File: src/rtl/stk_pkg.sv
package stk_pkg;
  typedef enum logic [2:0] {
    OP_NONE,
    OP_PUSH,
    OP_POP1,
    OP_POP2,
    OP_CLEAR
  } stk_op_e;
endpackage

File: src/rtl/stk_ctrl.sv
module stk_ctrl
  import stk_pkg::*;
#(
  parameter int DEPTH = 16,
  localparam int PW = $clog2(DEPTH + 1)
) (
  input  logic          push_i,
  input  logic          pop1_i,
  input  logic          pop2_i,
  input  logic          clear_i,
  input  logic [PW-1:0] ptr_i,
  output stk_op_e       op_o,
  output logic          ovf_now_o,
  output logic          unf_now_o
);
  localparam logic [PW-1:0] FULL = PW'(DEPTH);

  // precedence: clear, pop-two, pop-one, push
  always_comb begin
    op_o      = OP_NONE;
    ovf_now_o = 1'b0;
    unf_now_o = 1'b0;
    if (clear_i) begin
      op_o = OP_CLEAR;
    end else if (pop2_i) begin
      if (ptr_i < PW'(2)) unf_now_o = 1'b1;
      else                op_o      = OP_POP2;
    end else if (pop1_i) begin
      if (ptr_i == '0) unf_now_o = 1'b1;
      else             op_o      = OP_POP1;
    end else if (push_i) begin
      if (ptr_i == FULL) ovf_now_o = 1'b1;
      else               op_o      = OP_PUSH;
    end
  end
endmodule

File: src/rtl/stk_regfile.sv
module stk_regfile #(
  parameter int DEPTH = 16,
  parameter int WIDTH = 16,
  localparam int PW = $clog2(DEPTH + 1),
  localparam int AW = $clog2(DEPTH)
) (
  input  logic             clk_i,
  input  logic             we_i,
  input  logic [PW-1:0]    ptr_i,
  input  logic [WIDTH-1:0] wdata_i,
  output logic [WIDTH-1:0] top_o,
  output logic [WIDTH-1:0] next_o
);
  logic [WIDTH-1:0] mem_q [DEPTH];
  logic [PW-1:0]    idx_top, idx_next;

  always_ff @(negedge clk_i) begin
    if (we_i) mem_q[ptr_i[AW-1:0]] <= wdata_i;
  end

  assign idx_top  = ptr_i - PW'(1);
  assign idx_next = ptr_i - PW'(2);

  // absent entries read as zero
  always_comb begin
    top_o  = (ptr_i >= PW'(1)) ? mem_q[idx_top[AW-1:0]]  : '0;
    next_o = (ptr_i >= PW'(2)) ? mem_q[idx_next[AW-1:0]] : '0;
  end
endmodule

File: src/rtl/operand_stack.sv
module operand_stack
  import stk_pkg::*;
#(
  parameter int DEPTH = 16,
  parameter int WIDTH = 16,
  localparam int PW = $clog2(DEPTH + 1)
) (
  input  logic             clk_i,
  input  logic             rst_ni,
  input  logic             push_i,
  input  logic             pop1_i,
  input  logic             pop2_i,
  input  logic             clear_i,
  input  logic [WIDTH-1:0] push_data_i,
  output logic [WIDTH-1:0] top_o,
  output logic [WIDTH-1:0] next_o,
  output logic             ovf_o,
  output logic             unf_o
);
  localparam logic [PW-1:0] FULL = PW'(DEPTH);

  stk_op_e       op;
  logic          ovf_now, unf_now;
  logic [PW-1:0] ptr_q;
  logic          ovf_q, unf_q;

  stk_ctrl #(.DEPTH(DEPTH)) u_ctrl (
    .push_i    (push_i),
    .pop1_i    (pop1_i),
    .pop2_i    (pop2_i),
    .clear_i   (clear_i),
    .ptr_i     (ptr_q),
    .op_o      (op),
    .ovf_now_o (ovf_now),
    .unf_now_o (unf_now)
  );

  stk_regfile #(.DEPTH(DEPTH), .WIDTH(WIDTH)) u_rf (
    .clk_i   (clk_i),
    .we_i    (op == OP_PUSH),
    .ptr_i   (ptr_q),
    .wdata_i (push_data_i),
    .top_o   (top_o),
    .next_o  (next_o)
  );

  always_ff @(negedge clk_i) begin
    if (!rst_ni) begin
      ptr_q <= '0;
      ovf_q <= 1'b0;
      unf_q <= 1'b0;
    end else begin
      unique case (op)
        OP_CLEAR: begin
          ptr_q <= '0;
          ovf_q <= 1'b0;
          unf_q <= 1'b0;
        end
        OP_PUSH: ptr_q <= ptr_q + PW'(1);
        OP_POP1: ptr_q <= ptr_q - PW'(1);
        OP_POP2: ptr_q <= ptr_q - PW'(2);
        default: ;
      endcase
      if (ovf_now) ovf_q <= 1'b1;
      if (unf_now) unf_q <= 1'b1;
    end
  end

  assign ovf_o = ovf_q;
  assign unf_o = unf_q;

  p_ptr_bound_r6: assert property (@(negedge clk_i) disable iff (!rst_ni)
    ptr_q <= FULL);

  p_push_top_r1: assert property (@(negedge clk_i) disable iff (!rst_ni)
    (push_i && !pop1_i && !pop2_i && !clear_i && ptr_q < FULL)
    |=> (top_o == $past(push_data_i)) && (ptr_q == $past(ptr_q) + PW'(1)));

  p_pop2_step_r2: assert property (@(negedge clk_i) disable iff (!rst_ni)
    (pop2_i && !clear_i && ptr_q >= PW'(2)) |=> ptr_q == $past(ptr_q) - PW'(2));

  p_clear_r3: assert property (@(negedge clk_i) disable iff (!rst_ni)
    clear_i |=> (ptr_q == '0) && !ovf_o && !unf_o);

  p_no_overflow_r6: assert property (@(negedge clk_i) disable iff (!rst_ni)
    (push_i && !pop1_i && !pop2_i && !clear_i && ptr_q == FULL)
    |=> $stable(ptr_q) && ovf_o);

  p_no_underflow_r7: assert property (@(negedge clk_i) disable iff (!rst_ni)
    (pop1_i && !pop2_i && !clear_i && ptr_q == '0) |=> $stable(ptr_q) && unf_o);

  p_empty_zero_r8: assert property (@(negedge clk_i) disable iff (!rst_ni)
    (ptr_q == '0) |-> (top_o == '0) && (next_o == '0));
endmodule

File: config.mk
export PLATFORM = sky130hd
export DESIGN_NAME = operand_stack
export DESIGN_NICKNAME = d
export VERILOG_FILES = /design/src/rtl/stk_pkg.sv /design/src/rtl/stk_ctrl.sv /design/src/rtl/stk_regfile.sv /design/src/rtl/operand_stack.sv
export SDC_FILE = /design/constraint.sdc
export NUM_CORES = 1
export LEC_CHECK = 0
export BUFFER_PORTS_ARGS = -buffer_cell sky130_fd_sc_hd__clkbuf_2
export CORE_ASPECT_RATIO = 1.4
export CORE_MARGIN = 8
export CORE_UTILIZATION = 62
export DETAILED_ROUTE_END_ITERATION = 8
export GPL_ROUTABILITY_DRIVEN = 0
export PLACE_DENSITY = 0.8
export SYNTH_ARGS = -nofsm -noshare
export SYNTH_HDL_FRONTEND = slang
export SYNTH_HIERARCHICAL = 1
export SYNTH_SLANG_ARGS = --single-unit
File: constraint.sdc
create_clock -name clk_i -period 4.5 [get_ports clk_i]
set_clock_uncertainty 0.15 [all_clocks]
set_input_delay 0 -clock clk_i [delete_from_list [all_inputs] [get_ports clk_i]]
set_output_delay 0 -clock clk_i [all_outputs]
set_load 0.005 [all_outputs]
; ---- After elaboration in Yosys (flattened, before gate mapping)
; Memories as Yosys holds them, arrays and structs flattened.
; Cells that the tools add are included.
[word_totals]
out_inout_bits = 34
ram_bits = 256
elab_cells = 44
latchBits = 0
reg_bits = 7
input_bits = 22
memories = 1
romBits = 0
[classes]
bitwise = 0
order_cmp = 3
div = 0
n_reduce_logical = 4
n_shift = 0
addsub = 3
eq_ne = 5
n_mul = 0
mux = 25
[mem_list]
columns = name, words, word_bits, read_ports, rd_ports_with_merged_regs, write_ports, line
row1 = u_rf.mem_q, 16, 16, 2, 0, 1, stk_regfile.sv:14  ; logic [WIDTH-1:0] mem_q [DEPTH];
[ops]
columns = op, n
row1 = 16-bit two-way mux, 2
row2 = 5-bit case mux with 4 select lines, 1
row3 = 1-bit two-way mux, 16
row4 = 3-bit two-way mux, 4
row5 = "3-bit by 2-bit == test with 1-bit output, second input constant", 2
row6 = "5-bit by 1-bit adder with 5-bit output, second input constant", 1
row7 = "5-bit == test, second input constant", 1
row8 = "5-bit by 1-bit >= comparator with 1-bit output, second input constant", 1
row9 = "5-bit by 2-bit >= comparator with 1-bit output, second input constant", 1
row10 = 5-bit zero test, 1
row11 = "5-bit by 2-bit < comparator with 1-bit output, second input constant", 1
row12 = "5-bit by 1-bit subtractor with 5-bit output, second input constant", 1
row13 = "5-bit by 2-bit subtractor with 5-bit output, second input constant", 1
row14 = 2-bit two-way mux, 2
row15 = 2-bit nonzero test, 2
row16 = 4-bit nonzero test, 1
row17 = "3-bit by 1-bit == test with 1-bit output, second input constant", 1
row18 = "3-bit == test, second input constant", 1

; ---- Longest topological paths before layout
; Gate-level depths: netlist (run 1).
[depth]
word_depth = 9
depth_mapped = 12
mapped_depth_nobuf = 11

; ---- Cells and area by module
; Netlist (run 1), hierarchy kept.
[by_module_without_submodules]
columns = mod, area_per_inst_um2, n_inst, cells_each, seq_area_each_um2
row1 = stk_regfile, 12289.3, 1, 728, 7687.4
row2 = operand_stack, 591.8, 1, 73, 140.1
row3 = stk_ctrl, 97.6, 1, 14, 0.0

==> run metrics, run 1 <==
status finished, violations left; failing checks DRC, setup timing; RR Endpoint u_rf/mem_q[10][7]; largest net degree at the start of global routing 39; Leakage 0.00702 uW; die footprint 25,900 um^2; Compound-Gate Fraction of Synth Area 0.0813; Synth Area in XOR/XNOR 0.00858; syn_area_per_cell 15.9 um^2; CTS Sinks 263; port buffer count 55; final-report hold violation count 0; Fillers 786; adder-cell share of the synthesized area 0.0112; Cell Count, Final, Fillers Out 1,532; Worst R2R Path Depth 9; post-route antenna net violation count 0; hold-critical path endpoint ovf_o; commonest non-fill, non-tap cell in the layout inv_1; Final WS setup -1.03 ns; Setup WS pre-CTS -0.114 ns; hpwl dp 24,800 um; PwrDens 399 nW/um^2; critical path arrival 5.38 ns; power consumption 7030 uW; Syn Nets 848; Iter 0 DRT Violations 2,433; DRC viols 4; WL final 57,600 um; core area 20,600 um^2; RSZ-0062 raised after global routing true; Post-Syn Instances 815; later-pin clock latency in the skew report 0.63 ns; RR Startpoint ptr_q[1]; post-DR wirelength/cell 37.6 um; Area Overhead vs Synth 35.6%; largest family of logic cells by synthesized area multiplexers; Netlist cell types 60; min-delay src ovf_o; Post-Synth Simple-Gate Area 0.0487; WHS Path Cells 2; Finished Core Util 0.856; CTS H-tree depth 1; Post-Layout Inst Area 17,600 um^2; Required @ worst endpoint 4.35 ns; CTS Buffer Depth 3; Initial Util 0.631; first-pass GRT wire length 71,400 um; final setup vio count 32; mux cell area share after synthesis 0.216; CP Capture Type primary output; Seq/Total Area, Yosys 0.603; routed vias 11.8k; Slew headroom 0.402; Root Driver clkbuf_16; number of global-route vias before repair 11.9k; CP Max Fanout 17; final net count 1,288; CTS Buf Count 26; DIE WIDTH 138 um; clock-pin slew on the worst setup and hold paths 0.05 ns; Via density 7.69; total gr overflow 0; share of layout cells above drive strength 1 0.363; max-slew violation count 0; initial antenna violation count 2; commonest cells after routing, fill and taps aside inv_1, edfxtp_1, buf_4; Max-Cap Viols 0; TritonCTS clock tree built; Startpoint Class flip-flop; Boundary Pins 56; drt pass-1 iters 9; peak supply drop 0.000433 V; critical path class reg2out; placed cells 1,175; #FFs+latches synth 263; Die Ht 187 um; HP Class reg2reg; cts hold-fix bufs 0; Syn. warnings 6; Synth Flop Type edfxtp_1; GRT Total Usage 0.367; Synth async-reset ratio 0; Netlist Area Pre-Place 13,000 um^2; Placement Cell Area 14,400 um^2; Slew @ Worst Pin 0.872 ns; EDFF count, synth 256; number of core rows 62; R2R Setup Slk 1.12 ns
[timing repair]
item | CTS | global route
pin swaps | 42 | 41
buffers inserted | 17 | 27
endpoints found under the setup margin | 32 | 32
cloned | 4 | 5
hold endpoints to repair | 0 | 0
resized for setup | 83 | 97
[synthesized netlist by cell type, types with 5 or more instances]
cell type | number | share of area
a211oi_1 | 18 | 0.010
a21oi_1 | 7 | 0.0027
a221oi_1 | 16 | 0.011
a222oi_1 | 16 | 0.012
a22oi_1 | 16 | 0.0093
buf_2 | 23 | 0.0089
buf_4 | 12 | 0.0069
buf_6 | 10 | 0.0087
clkbuf_1 | 10 | 0.0029
dfxtp_1 | 7 | 0.011
edfxtp_1 | 256 | 0.59
ha_1 | 10 | 0.0096
inv_1 | 11 | 0.0032
mux2_2 | 30 | 0.026
mux2i_1 | 96 | 0.074
mux4_2 | 66 | 0.11
nand2_1 | 66 | 0.019
nor2_1 | 22 | 0.0064
nor2b_1 | 20 | 0.0096
nor3_1 | 5 | 0.0019
o21ai_0 | 20 | 0.0077
o22ai_1 | 15 | 0.0072
o32ai_1 | 16 | 0.011
[layout make-up]
cell class                 count  area [um^2]  share of cell area
antenna                        1         2.50            0.000142
clock buffer                  26          651              0.0370
clock inverter               285         1270              0.0719
inverter                      11         51.3             0.00291
multi-input combinational    484         5430               0.309
sequential                   263         7840               0.445
tap                          256          320              0.0182
timing repair buffer         206         2040               0.116
[metrics by stage]
stage          TNS (ns)  hold slack [ns]
6_report         -21.66            0.383
5_1_grt          -22.58            0.399
4_1_cts          -16.33            0.385
3_5_place_dp      -1.10            0.377
3_3_place_gp    -0.0359            0.346
2_1_floorplan     -8.21            0.339
[logic make-up after synthesis]
| family | after synthesis |
|---|---|
| simple gates | 132 |
| xor+xnor | 8 |
| mux | 193 |
| flops | 263 |
| fa+ha+maj | 11 |
| compound gates | 139 |
| buf+inv | 69 |
[power by group]
group / leakage, uW / switching (uW) / total (uW) / internal [uW]
Clock: 0.00185 / 2050 / 3770 / 1730
Combinational: 0.00281 / 314 / 552 / 238
Sequential: 0.00236 / 4.75 / 2710 / 2700
[worst max-delay path, stage by stage (launching register included)]
cell      delay [ns]
dfxtp_4         0.37
buf_6           0.21
buf_16          0.23
mux2i_1         0.76
a221oi_2        0.19
a22oi_1         0.34
nand2_2         0.21
buf_6           0.17
[how the worst max path moves through the flow]
stage | start | endpoint | slack [ns]
CTS | ptr_q[1] | top_o[12] | -0.61
finish | ptr_q[0] | next_o[4] | -1.03
global placement | ptr_q[0] | top_o[7] | -0.03
floorplan | pop1_i | u_rf/mem_q[4][0] | -0.07
detailed placement | ptr_q[1] | top_o[7] | -0.11
global route | ptr_q[0] | next_o[4] | -0.97
[layer usage]
metal,vias to the layer above,wire [um],track usage,share of wire
met2,1565,24900,0.572,0.43
met4,4,6330,0.281,0.11
met3,576,9850,0.150,0.17
met5,-,58,0,0.0010
li1,4234,-,-,-
met1,5397,16400,0.392,0.28
[state kept, by name, indices dropped and copies added, names as in the netlist]
signal,count
u_rf/mem_q,256
ptr_q,5
ovf_o,1
unf_o,1
Note: power is estimated with default switching activity, not from simulation.
==> inputs of run 2 (changes only) <==
CORE_UTILIZATION = 44   (was 62)
PLACE_DENSITY = 0.61   (was 0.8)
RECOVER_POWER = 100   (was not set)
==> run 2 against run 1 <==
- the run ends with setup timing left
- setup slack gained 0.39 ns
- global-route usage decreased by 14 points
- sequential share of layout area fell by 0.62 points
- combinational power shrank 12%
- cell area up 1.4%
- largest power group unchanged
==> run metrics, run 2 (synthesis results as in run 1) <==
final net count 1,299; peak supply drop 0.000300 V; R2R Setup Slk 0.77 ns; Critical Path Source ptr_q[1]; CP Max Fanout 6; routed vias 9,781; number of global-route vias before repair 10.5k; number of core rows 74; most used cell along the critical path buf_12; Setup WS pre-CTS -0.166 ns; first-pass GRT wire length 60,500 um; port buffer count 55; max-slew violation count 0; CP cell instances inv_4 -> buf_6 -> ha_4 -> buf_12 -> buf_12 -> buf_4 -> mux4_2 -> mux2i_4 -> o32ai_4 -> clkbuf_2; final setup vio count 32; Crit-path slowest cell mux4_2; core area 29,100 um^2; TritonCTS clock tree built; RSZ-0062 raised after global routing true; post-DR wirelength/cell 25.1 um; Iter 0 DRT Violations 950; min-delay src ovf_o; drt pass-1 iters 5; Leakage 0.00703 uW; final-report hold violation count 0; Root Driver clkbuf_16; commonest non-fill, non-tap cell in the layout inv_1; Via density 5.86; Initial Util 0.446; PwrDens 367 nW/um^2; CTS Sinks 263; HP Class reg2reg; total gr overflow 0; flip-flop count of the largest register after layout 256; Max-Cap Viols 0; status finished, violations left; Area Overhead vs Synth 37.5%; GRT Total Usage 0.230; Boundary Pins 56; failing checks setup timing; Slew @ Worst Pin 0.647 ns; post-route setup TNS -17.21 ns; Die Ht 219 um; placed cells 1,295; Final WS setup -0.638 ns; Cell Count, Final, Fillers Out 1,668; commonest cells after routing, fill and taps aside inv_1, edfxtp_1, mux2i_1; later-pin clock latency in the skew report 0.61 ns; Slew headroom 0.569; Startpoint Class flip-flop; ANT cells 0; DRC viols 0; critical path arrival 4.99 ns; Required @ worst endpoint 4.35 ns; post-route antenna net violation count 0; CP Capture Type primary output; CTS Buffer Depth 3; CP peak stage delay 0.51 ns; CTS H-tree depth 1; hpwl dp 24,800 um; DIE WIDTH 161 um; CTS Buf Count 28; largest net degree at the start of global routing 27; clock-pin slew on the worst setup and hold paths 0.04 ns; WL final 41,800 um; initial antenna violation count 0; die footprint 35,300 um^2; share of layout cells above drive strength 1 0.338; RR Startpoint ptr_q[0]; critical path class reg2out
-- run 2: cell count changes in the layout (fill, tap and decap cells not counted), sizes merged --
cell	change
clkinv	+2
o21ai	-1
clkbuf	+17
buf	-6
diode	-1
nor2	+1
clkinvlp	+1
bufinv	-1
-- run 2: final cells by class --
class / count / area [um^2]
well taps: 380 / 475
clock inverters: 287 / 1270
flip-flops and latches: 263 / 7830
repair buffers: 215 / 2150
multi-input cells: 484 / 5360
clock buffers: 28 / 701
fillers: 2225 / 11200
inverters: 11 / 48.8
-- run 2: timing repair --
item	CTS	global route
gates cloned	6	4
endpoints found under the setup margin	32	32
hold buffers	0	0
buffers inserted	33	25
pin swaps	27	59
resized for setup	97	78
-- run 2: critical path, delay by kind of cell (launching register included) --
kind / cells / cell delay [ns]
AOI/OAI and AO/OA: 1 / 0.13
adders and majority gates: 1 / 0.30
buffers and inverters: 6 / 0.67
DFF: 1 / 0.34
muxes: 2 / 0.71
-- run 2: worst paths after layout --
| check | endpoint | cells after the start |
|---|---|---|
| worst max-delay path | top_o[2] | 10 |
| worst min-delay path | ovf_o | 2 |
| worst max register to register | u_rf/mem_q[6][11] | 14 |
| worst min register to register | ovf_o | 2 |
-- run 2: metal layers --
layer,wire [um],part of all wire,track usage
met5,0,0,0
met4,2390,0.057,0.138
met3,3300,0.079,0.0643
met2,21400,0.51,0.398
met1,14700,0.35,0.247
-- run 2: power breakdown --
| group | internal [uW] | leakage [uW] | switching (uW) | total, uW |
|---|---|---|---|---|
| Clock | 1750 | 0.00187 | 1600 | 3340 |
| Sequential | 2710 | 0.00236 | 3.45 | 2720 |
| Combinational | 228 | 0.00279 | 258 | 486 |
| Total | 4690 | 0.00703 | 1860 | 6550 |
-- run 2: per-stage QoR --
stage / instance area [um^2] / util / total power [uW] / hold slack, ns
floorplan: 13000 / - / 3310 / 0.339
global placement: 14500 / 0.500 / 3470 / 0.348
detailed placement: 14500 / 0.500 / 3480 / 0.358
CTS: 17400 / 0.599 / 6590 / 0.364
global route: 17800 / 0.614 / 6930 / 0.394
finish: 17800 / 0.614 / 6550 / 0.358
